`src/rtl/bitflip_pkg.sv`:
```
package bitflip_pkg;
    typedef enum logic [1:0] {
        FM_OFF    = 2'b00,
        FM_ONCE   = 2'b01,
        FM_REPEAT = 2'b10,
        FM_LATCH  = 2'b11
    } fmode_e;
endpackage

```
`src/rtl/bitflip_lfsr.sv`:
```
module bitflip_lfsr #(
    parameter int          LW        = 16,
    parameter logic [LW-1:0] TAPS    = 16'hB400,
    parameter logic [LW-1:0] SEED_INIT = 16'hACE1,
    parameter int          LANE      = 0
) (
    input  logic          clk,
    input  logic          rst_n,
    input  logic          load,
    input  logic [LW-1:0] seed,
    input  logic          step,
    output logic [LW-1:0] state
);
    localparam logic [LW-1:0] LANE_V = LW'(LANE);

    function automatic logic [LW-1:0] mix(input logic [LW-1:0] s);
        logic [LW-1:0] m;
        m = s ^ LANE_V;
        return (m == '0) ? LW'(1) : m;
    endfunction

    logic [LW-1:0] st_d, st_q;

    always_comb begin
        st_d = st_q;
        if (load)
            st_d = mix(seed);
        else if (step)
            st_d = {st_q[LW-2:0], ^(st_q & TAPS)};
    end

    always_ff @(posedge clk) begin
        if (!rst_n) st_q <= mix(SEED_INIT);
        else        st_q <= st_d;
    end

    assign state = st_q;
endmodule

```
`src/rtl/bitflip_slot.sv`:
```
module bitflip_slot
    import bitflip_pkg::*;
#(
    parameter int RW    = 8,
    parameter int HOLDW = 4
) (
    input  logic             clk,
    input  logic             rst_n,
    input  logic             cfg_wr,
    input  logic [RW:0]      cfg_thresh,
    input  logic [HOLDW-1:0] cfg_hold,
    input  logic [1:0]       cfg_mode,
    input  logic             retire,
    input  logic [RW-1:0]    act_draw,
    input  logic [RW-1:0]    pol_draw,
    output logic             fire,
    output logic             force_on,
    output logic             force_val,
    output logic             latched,
    output logic             thr_zero,
    output logic             mode_off,
    output logic             hit
);
    localparam logic [RW-1:0] HALF = RW'(1) << (RW - 1);

    typedef struct packed {
        logic [RW:0]      thr;
        logic [HOLDW-1:0] hold;
        fmode_e           mode;
        logic             on;
        logic             val;
        logic [HOLDW-1:0] cnt;
        logic             used;
        logic             perm;
        logic             hit;
    } slot_t;

    slot_t s_d, s_q;
    logic  may_test;

    always_comb begin
        s_d      = s_q;
        fire     = 1'b0;
        may_test = (s_q.mode != FM_OFF) && !((s_q.mode == FM_ONCE) && s_q.used);
        if (cfg_wr) begin
            s_d.thr  = cfg_thresh;
            s_d.hold = cfg_hold;
            s_d.mode = fmode_e'(cfg_mode);
            s_d.on   = 1'b0;
            s_d.val  = 1'b0;
            s_d.cnt  = '0;
            s_d.used = 1'b0;
            s_d.perm = 1'b0;
            s_d.hit  = 1'b0;
        end else if (retire && !s_q.perm) begin
            if (s_q.on && (s_q.cnt != '0)) begin
                s_d.cnt = s_q.cnt - 1'b1;
            end else begin
                s_d.on = 1'b0;
                if (may_test && ({1'b0, act_draw} < s_q.thr)) begin
                    fire     = 1'b1;
                    s_d.on   = 1'b1;
                    s_d.val  = (pol_draw > HALF);
                    s_d.cnt  = s_q.hold;
                    s_d.used = 1'b1;
                    s_d.hit  = 1'b1;
                    s_d.perm = (s_q.mode == FM_LATCH);
                end
            end
        end
    end

    always_ff @(posedge clk) begin
        if (!rst_n) s_q <= '{thr: '0, hold: '0, mode: FM_OFF, on: 1'b0, val: 1'b0,
                            cnt: '0, used: 1'b0, perm: 1'b0, hit: 1'b0};
        else        s_q <= s_d;
    end

    assign force_on  = s_q.on;
    assign force_val = s_q.val;
    assign latched   = s_q.perm;
    assign thr_zero  = (s_q.thr == '0);
    assign mode_off  = (s_q.mode == FM_OFF);
    assign hit       = s_q.hit;
endmodule

```
`src/rtl/bitflip_injector.sv`:
```
module bitflip_injector #(
    parameter int              NREG      = 4,
    parameter int              WIDTH     = 16,
    parameter int              RW        = 8,
    parameter int              LW        = 16,
    parameter logic [LW-1:0]   TAPS      = 16'hB400,
    parameter logic [LW-1:0]   SEED_INIT = 16'hACE1,
    parameter int              HOLDW     = 4,
    parameter int              IW        = (NREG > 1) ? $clog2(NREG) : 1
) (
    input  logic             clk,
    input  logic             rst_n,
    input  logic             wr_en,
    input  logic [IW-1:0]    wr_idx,
    input  logic [WIDTH-1:0] wr_data,
    input  logic [IW-1:0]    rd_idx,
    output logic [WIDTH-1:0] rd_data,
    input  logic             retire,
    input  logic             cfg_we,
    input  logic [IW-1:0]    cfg_idx,
    input  logic [RW:0]      cfg_thresh,
    input  logic [HOLDW-1:0] cfg_hold,
    input  logic [1:0]       cfg_mode,
    input  logic             seed_we,
    input  logic [LW-1:0]    seed,
    output logic [NREG-1:0]  hit_flags
);
    typedef struct packed {
        logic [NREG-1:0][WIDTH-1:0] regs;
    } bank_t;

    bank_t                     bank_d, bank_q;
    logic [NREG-1:0]           cfg_sel;
    logic [NREG-1:0]           fire_vec, force_vec, forceval_vec;
    logic [NREG-1:0]           perm_vec, thr_zero_vec, off_vec;
    logic [NREG-1:0][LW-1:0]   lane;

    always_comb begin
        cfg_sel = '0;
        if (cfg_we) cfg_sel[cfg_idx] = 1'b1;
    end

    for (genvar g = 0; g < NREG; g++) begin : g_reg
        bitflip_lfsr #(
            .LW(LW), .TAPS(TAPS), .SEED_INIT(SEED_INIT), .LANE(g)
        ) u_lane (
            .clk   (clk),
            .rst_n (rst_n),
            .load  (seed_we),
            .seed  (seed),
            .step  (retire),
            .state (lane[g])
        );

        bitflip_slot #(.RW(RW), .HOLDW(HOLDW)) u_slot (
            .clk        (clk),
            .rst_n      (rst_n),
            .cfg_wr     (cfg_sel[g]),
            .cfg_thresh (cfg_thresh),
            .cfg_hold   (cfg_hold),
            .cfg_mode   (cfg_mode),
            .retire     (retire),
            .act_draw   (lane[g][RW-1:0]),
            .pol_draw   (lane[g][LW-1 -: RW]),
            .fire       (fire_vec[g]),
            .force_on   (force_vec[g]),
            .force_val  (forceval_vec[g]),
            .latched    (perm_vec[g]),
            .thr_zero   (thr_zero_vec[g]),
            .mode_off   (off_vec[g]),
            .hit        (hit_flags[g])
        );
    end

    always_comb begin
        bank_d = bank_q;
        if (wr_en) bank_d.regs[wr_idx] = wr_data;
    end

    always_ff @(posedge clk) begin
        if (!rst_n) bank_q <= '0;
        else        bank_q <= bank_d;
    end

    always_comb begin
        if (force_vec[rd_idx]) rd_data = {WIDTH{forceval_vec[rd_idx]}};
        else                   rd_data = bank_q.regs[rd_idx];
    end
endmodule

```
`config.mk`:
```
export PLATFORM = sky130hd
export DESIGN_NAME = bitflip_injector
export DESIGN_NICKNAME = d
export VERILOG_FILES = /design/src/rtl/bitflip_pkg.sv /design/src/rtl/bitflip_lfsr.sv /design/src/rtl/bitflip_slot.sv /design/src/rtl/bitflip_injector.sv
export SDC_FILE = /design/constraint.sdc
export NUM_CORES = 1
export LEC_CHECK = 0
export ABC_AREA = 1
export BUFFER_PORTS_ARGS = -buffer_cell sky130_fd_sc_hd__buf_2
export CAP_MARGIN = 20
export CORE_MARGIN = 2
export CORE_UTILIZATION = 55
export CTS_CLUSTER_DIAMETER = 100
export DETAILED_ROUTE_END_ITERATION = 10
export MAX_ROUTING_LAYER = met4
export PLACE_DENSITY = 0.79
export SYNTH_ARGS = -nofsm -noshare
export SYNTH_HDL_FRONTEND = slang
export SYNTH_SLANG_ARGS = --single-unit
export TNS_END_PERCENT = 10
```
`constraint.sdc`:
```
create_clock -name clk -period 2.1 [get_ports clk]
set_input_delay 0.105 -clock clk [delete_from_list [all_inputs] [get_ports clk]]
set_output_delay 0.105 -clock clk [all_outputs]
set_load 0.02 [all_outputs]
```
Word level (Yosys, flattened, before mapping) --
Index checks and enable logic that the tools add are counted.
Cells by class: muxes and demuxes 33, $add $sub $neg 4, shift-type cells 0, multiply operators 0, bitwise operators 8, reduce and logical (&&, ||, !) cells 67, order comparisons 13, divide/modulo/power cells 0, equal/unequal tests 8
Operators by type and width (number):
- $mux W16 | 15
- $bwmux W64 | 1
- $logic_not A16 Y1 | 4
- $reduce_xor A16 Y1 | 4
- $lt A8 B9 Y1 | 4
- $mux W9 | 4
- $bmux W16 S2 | 1
- $demux W16 S2 | 1
- $gt A8 B8 Y1 const B | 4
- $logic_and A1 B1 Y1 | 22
- $mux W4 | 5
- $reduce_bool A2 Y1 | 9
- $reduce_and A2 Y1 | 8
- $reduce_bool A4 Y1 | 4
- $sub A4 B1 Y4 const B | 4
- $reduce_and A3 Y1 | 4
- $lt A2 B3 Y1 const B | 3
- $eq A2 B1 Y1 const B | 4
- $eq A2 B2 Y1 const B | 4
- $logic_not A1 Y1 | 8
- $reduce_or A2 Y1 | 4
- $not A1 Y1 | 7
- $bmux W1 S2 | 2
- $ge A2 B1 Y1 const B | 2
- other kinds (3) | 5
Word-level totals: bits in latches 0, memories kept 0, word-level logic and storage cells 173, memory bits (writable) 0, register bits after elaboration 220, input bits 59, memory bits (read-only) 0, output and inout port bits 20

Logic depth before layout (Yosys ltp) --
word-level depth 7, gate-level depth with buffers 13, depth with buffers taken out 13

Cells and area by module --
From an unflattened synthesis, not the netlist that was laid out.
Second synthesis, totals: cell total of the unflattened synthesis 1704, area total of the unflattened synthesis 11446.0 um2
Modules (own cells, without submodules):
- bitflip_slot | sequential area each 460.4 um2, area an instance 1209.9 um2, instances 4, cells an instance 173
- bitflip_injector | sequential area each 1281.2 um2, area an instance 3231.8 um2, instances 1, cells an instance 519
- bitflip_lfsr at g_reg[0].u_lane | sequential area each 320.3 um2, area an instance 867.1 um2, instances 1, cells an instance 121
- bitflip_lfsr at g_reg[1].u_lane | sequential area each 320.3 um2, area an instance 859.6 um2, instances 1, cells an instance 121
- bitflip_lfsr at g_reg[2].u_lane | sequential area each 320.3 um2, area an instance 827.0 um2, instances 1, cells an instance 120
- bitflip_lfsr at g_reg[3].u_lane | sequential area each 320.3 um2, area an instance 820.8 um2, instances 1, cells an instance 131

Worst setup path after synthesis --
OpenSTA, ideal clock, no wires.
kind flip-flop to flip-flop, start register g_reg[2].u_slot.s_q[19] (netlist name), end register g_reg[2].u_slot.s_q[3] (netlist name), path buffers 0, stages on the path, launching flop included 13, clock period less this slack 1522 ps, required time 1987 ps, slack 578 ps, arrival 1409 ps, library setup time 113 ps, path through dfxtp_1 -> inv_1 -> ha_1 -> nand2_1 -> inv_1 -> nand2_1 -> nand2_1 -> nand2_1 -> nand3_1 -> a21boi_4 -> nand2_1 -> nand2_1 -> nor2_1
On the way: word-level cells in the longest chain between the ends 4
RTL lines:
- start: declaration | line bitflip_slot.sv:38 | slot_t s_d, s_q;
- start signal: assignment | line bitflip_slot.sv:74 | if (!rst_n) s_q <= '{thr: '0, hold: '0, mode: FM_OFF, on: 1'b0, val: 1'b0,
- $lt A8 B9 Y1 | line bitflip_slot.sv:60 | if (may_test && ({1'b0, act_draw} < s_q.thr)) begin
- $logic_and A1 B1 Y1 | line bitflip_slot.sv:60
- $reduce_bool A2 Y1 (no source line)
- $reduce_and A2 Y1 (no source line)
No other way between the ends. A chain may end at the register's enable or synchronous reset.

Worst setup path in the final report --
start register g_reg[3].u_slot.s_q, in the netlist g_reg[3].u_slot.force_on, end output port rd_data[4]
On the way: word-level cells in the longest chain between the ends 3
RTL lines:
- start: declaration | line bitflip_slot.sv:38
- start signal: assignment | line bitflip_slot.sv:74
- $bmux W1 S2 | line bitflip_injector.sv:86 | if (force_vec[rd_idx]) rd_data = {WIDTH{forceval_vec[rd_idx]}};
- $mux W1 (implied by the code) | line bitflip_injector.sv:86
- $mux W16 | line bitflip_injector.sv:86
- end: declaration | line bitflip_injector.sv:17 | output logic [WIDTH-1:0] rd_data,
No other way between the ends. The select of a mux whose other input is x is not followed.

==> impl_results.md <==
- Mapped Area: a little over 10000 µm²
- Post-Layout Cell Count: approximately 1800
- Critical path data required time: roughly 2.0 ns
- Arrival time worst endpoint: 1.88 ns
- Vias in the first global route: 9312
- Root Driver: clkbuf_16
- Grt total ovfl: 0
- CP max stage delay: 0.33 ns
- Part of the cycle the worst path needs: 0.947
- CP max stage cell: dfxtp_1
- DRT antenna net count: 0
- Commonest non-fill, non-tap cell in the layout: a21oi_1
- CP max FO: 10
- Clk_skew: 0.0106 ns
- Die height: around 140 µm
- Placed Cells: ~1700
- WS Path Type: flop to primary output
- Endpoints failing setup: 0
- Top FF cell, synth: dfxtp_1
- Placed Area: 10800 µm²
- # nets final: about 1600
- Initial DRT Pass Iterations: 5
- Achievable frequency: about 500 MHz
- Core Box Area: 18600 µm²
- Clk sinks: 220
- Dpl hpwl: ~18000 µm
- Largest net degree at the start of global routing: about 150
- Seq/Total Area, Yosys: 0.427
- WL per Instance: roughly 15 µm
- Drt total wl: approximately 27000 µm
- DR iter-0 viols: 662
- Die X: around 140 µm
- Antenna violations before repair: 0
- Post-layout minimum cycle time: 1.99 ns
- Post-CTS Setup Bufs: 0
- Finished Cell Area: around 12000 µm²
- Mean Syn Cell Area: 7.15 µm²
- Htree depth: 1
- Most frequent cells in the layout: a21oi_1, dfxtp_1, o21ai_0
- Number of CTS-inserted buffers: 24
- Crit end category: primary output
- EDFF count, synth: 0
- Multi-input gate area: slightly below 5000 µm²
- Global-route wire length before repair: roughly 45000 µm
- FF/Latch Area: between 4000 and 5000 µm²
- Status: finished clean
- DIE AREA: ~20000 µm²
- Clk pin slew, worst setup/hold paths: roughly 0.06 ns
- Share of cells above drive strength 1: 0.100
- CTS tree: built
- Antenna diode count: 0
- CP Cell Sequence: a21oi_1 -> o21ai_0 -> and2_4 -> buf_4 -> o21ai_1 -> buf_2
- Initial core utilization: 0.555
- Max Cap Viol: 0
- Max clock buf depth: 3
- Worst slew margin: 0.605
- Area grow syn2layout: 16.6%
- Flop and latch count out of synthesis: 220
- Routed vias/inst: 5.53
- Ys Warns: 0
- Worst-margin pin slew: around 0.6 ns
- Worst vdd ir: roughly 0.75 mV
- Gr usage total: 0.281
- Setup total negative slack: 0 ns
- Clk_lat worst skew: about 0.51 ns
- Synth unique cells: 40
- Via count: between 9000 and 10000
- I/O Pins: 79
- Pwr per Cell Area: around 850 nW/µm²
- Final Hold Fails: 0
- Row count: 50
- DRC violations left: 0
- Syn_nets: between 1500 and 2000
- Startpoint types: flop
- Min-Delay Path Class: input port to flop
- Unrepaired setup endpoints after global routing: no
- PortBufs: a little under 80
- Max Slew Vio Count: 0
- Mapped Cells: between 1000 and 1500
- Static Leak: 5.19 nW
- Gpl congestion: 0.906
- # fillers: between 1500 and 2000
- Async S/R FF share, synth: 0
==> sequential cells by signal (all words and copies together), names as in the netlist <==
register,count
bank_q,64
g.u_lane.state,64
g.u_slot.force_val,4
g.u_slot.hit,1
g.u_slot.force_on,4
g.u_slot.latched,4
g.u_slot.s_q,79
==> final cells by class <==
cell class,instances,share of cell area
Multi-Input combinational cell,953,0.403
Sequential cell,220,0.366
Timing Repair Buffer,137,0.0807
Inverter,192,0.0599
Clock buffer,34,0.0598
Tap cell,234,0.0243
Clock inverter,4,0.00613
==> where the power goes <==
part | switching [mW] | leakage, nW | internal [mW]
clock network | 1.64 | 0.391 | 2.60
registers | 0.136 | 1.81 | 4.42
logic | 0.866 | 2.99 | 0.510
==> kinds of logic after synthesis <==
group	synth area share
and+or+nand+nor	0.159
adders and majority gates	0.0437
DFF	0.427
buffers and inverters	0.104
xor gates and xnor gates	0.00679
AOI/OAI and AO/OA	0.260
==> cells in the mapped netlist (all sizes together) (3+ instances only) <==
cell	n	area share
o211ai	16	0.012
inv	192	0.070
nor2	153	0.058
nand3	39	0.019
xnor2	5	0.0042
nand4	7	0.0042
a221oi	8	0.0068
nand2	199	0.073
ha	36	0.044
a211o	10	0.0085
clkbuf	53	0.019
xor2	3	0.0025
dfxtp	220	0.43
a21oi	227	0.11
o21ai	233	0.11
buf	25	0.015
==> critical path, delay by kind of cell, from the launching register on <==
family	cells	cell delay, ns
AO/OA/AOI/OAI	3	0.44
buffers and inverters	2	0.38
flip-flops	1	0.33
AND/OR/NAND/NOR	1	0.22
==> per-stage QoR <==
step / worst slack [ns] / utilization / hold slack [ns] / total power, mW
after floorplan: 0.578 / - / 0.240 / 5.52
after detailed placement: 0.354 / 0.584 / 0.377 / 5.93
after global placement: 0.371 / 0.584 / 0.368 / 5.89
after CTS: 0.0567 / 0.648 / 0.0146 / 10.2
final: 0.111 / 0.648 / 0.0288 / 10.2
after global routing: 0.0395 / 0.648 / 0.0654 / 10.6
==> routing by layer <==
layer,GRT usage,part of all wire,vias up
li1,-,-,4923
met1,0.359,0.44,4476
met2,0.443,0.46,324
met3,0.0421,0.059,92
met4,0.126,0.042,0
met5,-,0,-
==> final timing paths <==
kind / from / endpoint / slack (ns) / depth (start not counted)
min reg2reg: bank_q[23] / bank_q[23] / 0.44 / 2
max: g_reg[3].u_slot.force_on / rd_data[4] / 0.11 / 6
max reg2reg: g_reg[3].u_slot.s_q[17] / g_reg[3].u_slot.s_q[3] / 0.32 / 11
min: seed[13] / g_reg[1].u_lane.state[13] / 0.03 / 5
==> repair_timing <==
action | CTS | global route
pin swaps | 0 | 0
setup endpoints to repair | 16 | 6
cloned | 0 | 0
gates resized for setup | 2 | 2
hold endpoints to repair | 131 | 0
hold buffers | 39 | 0
No activity file was read; power rests on OpenSTA's default activity.
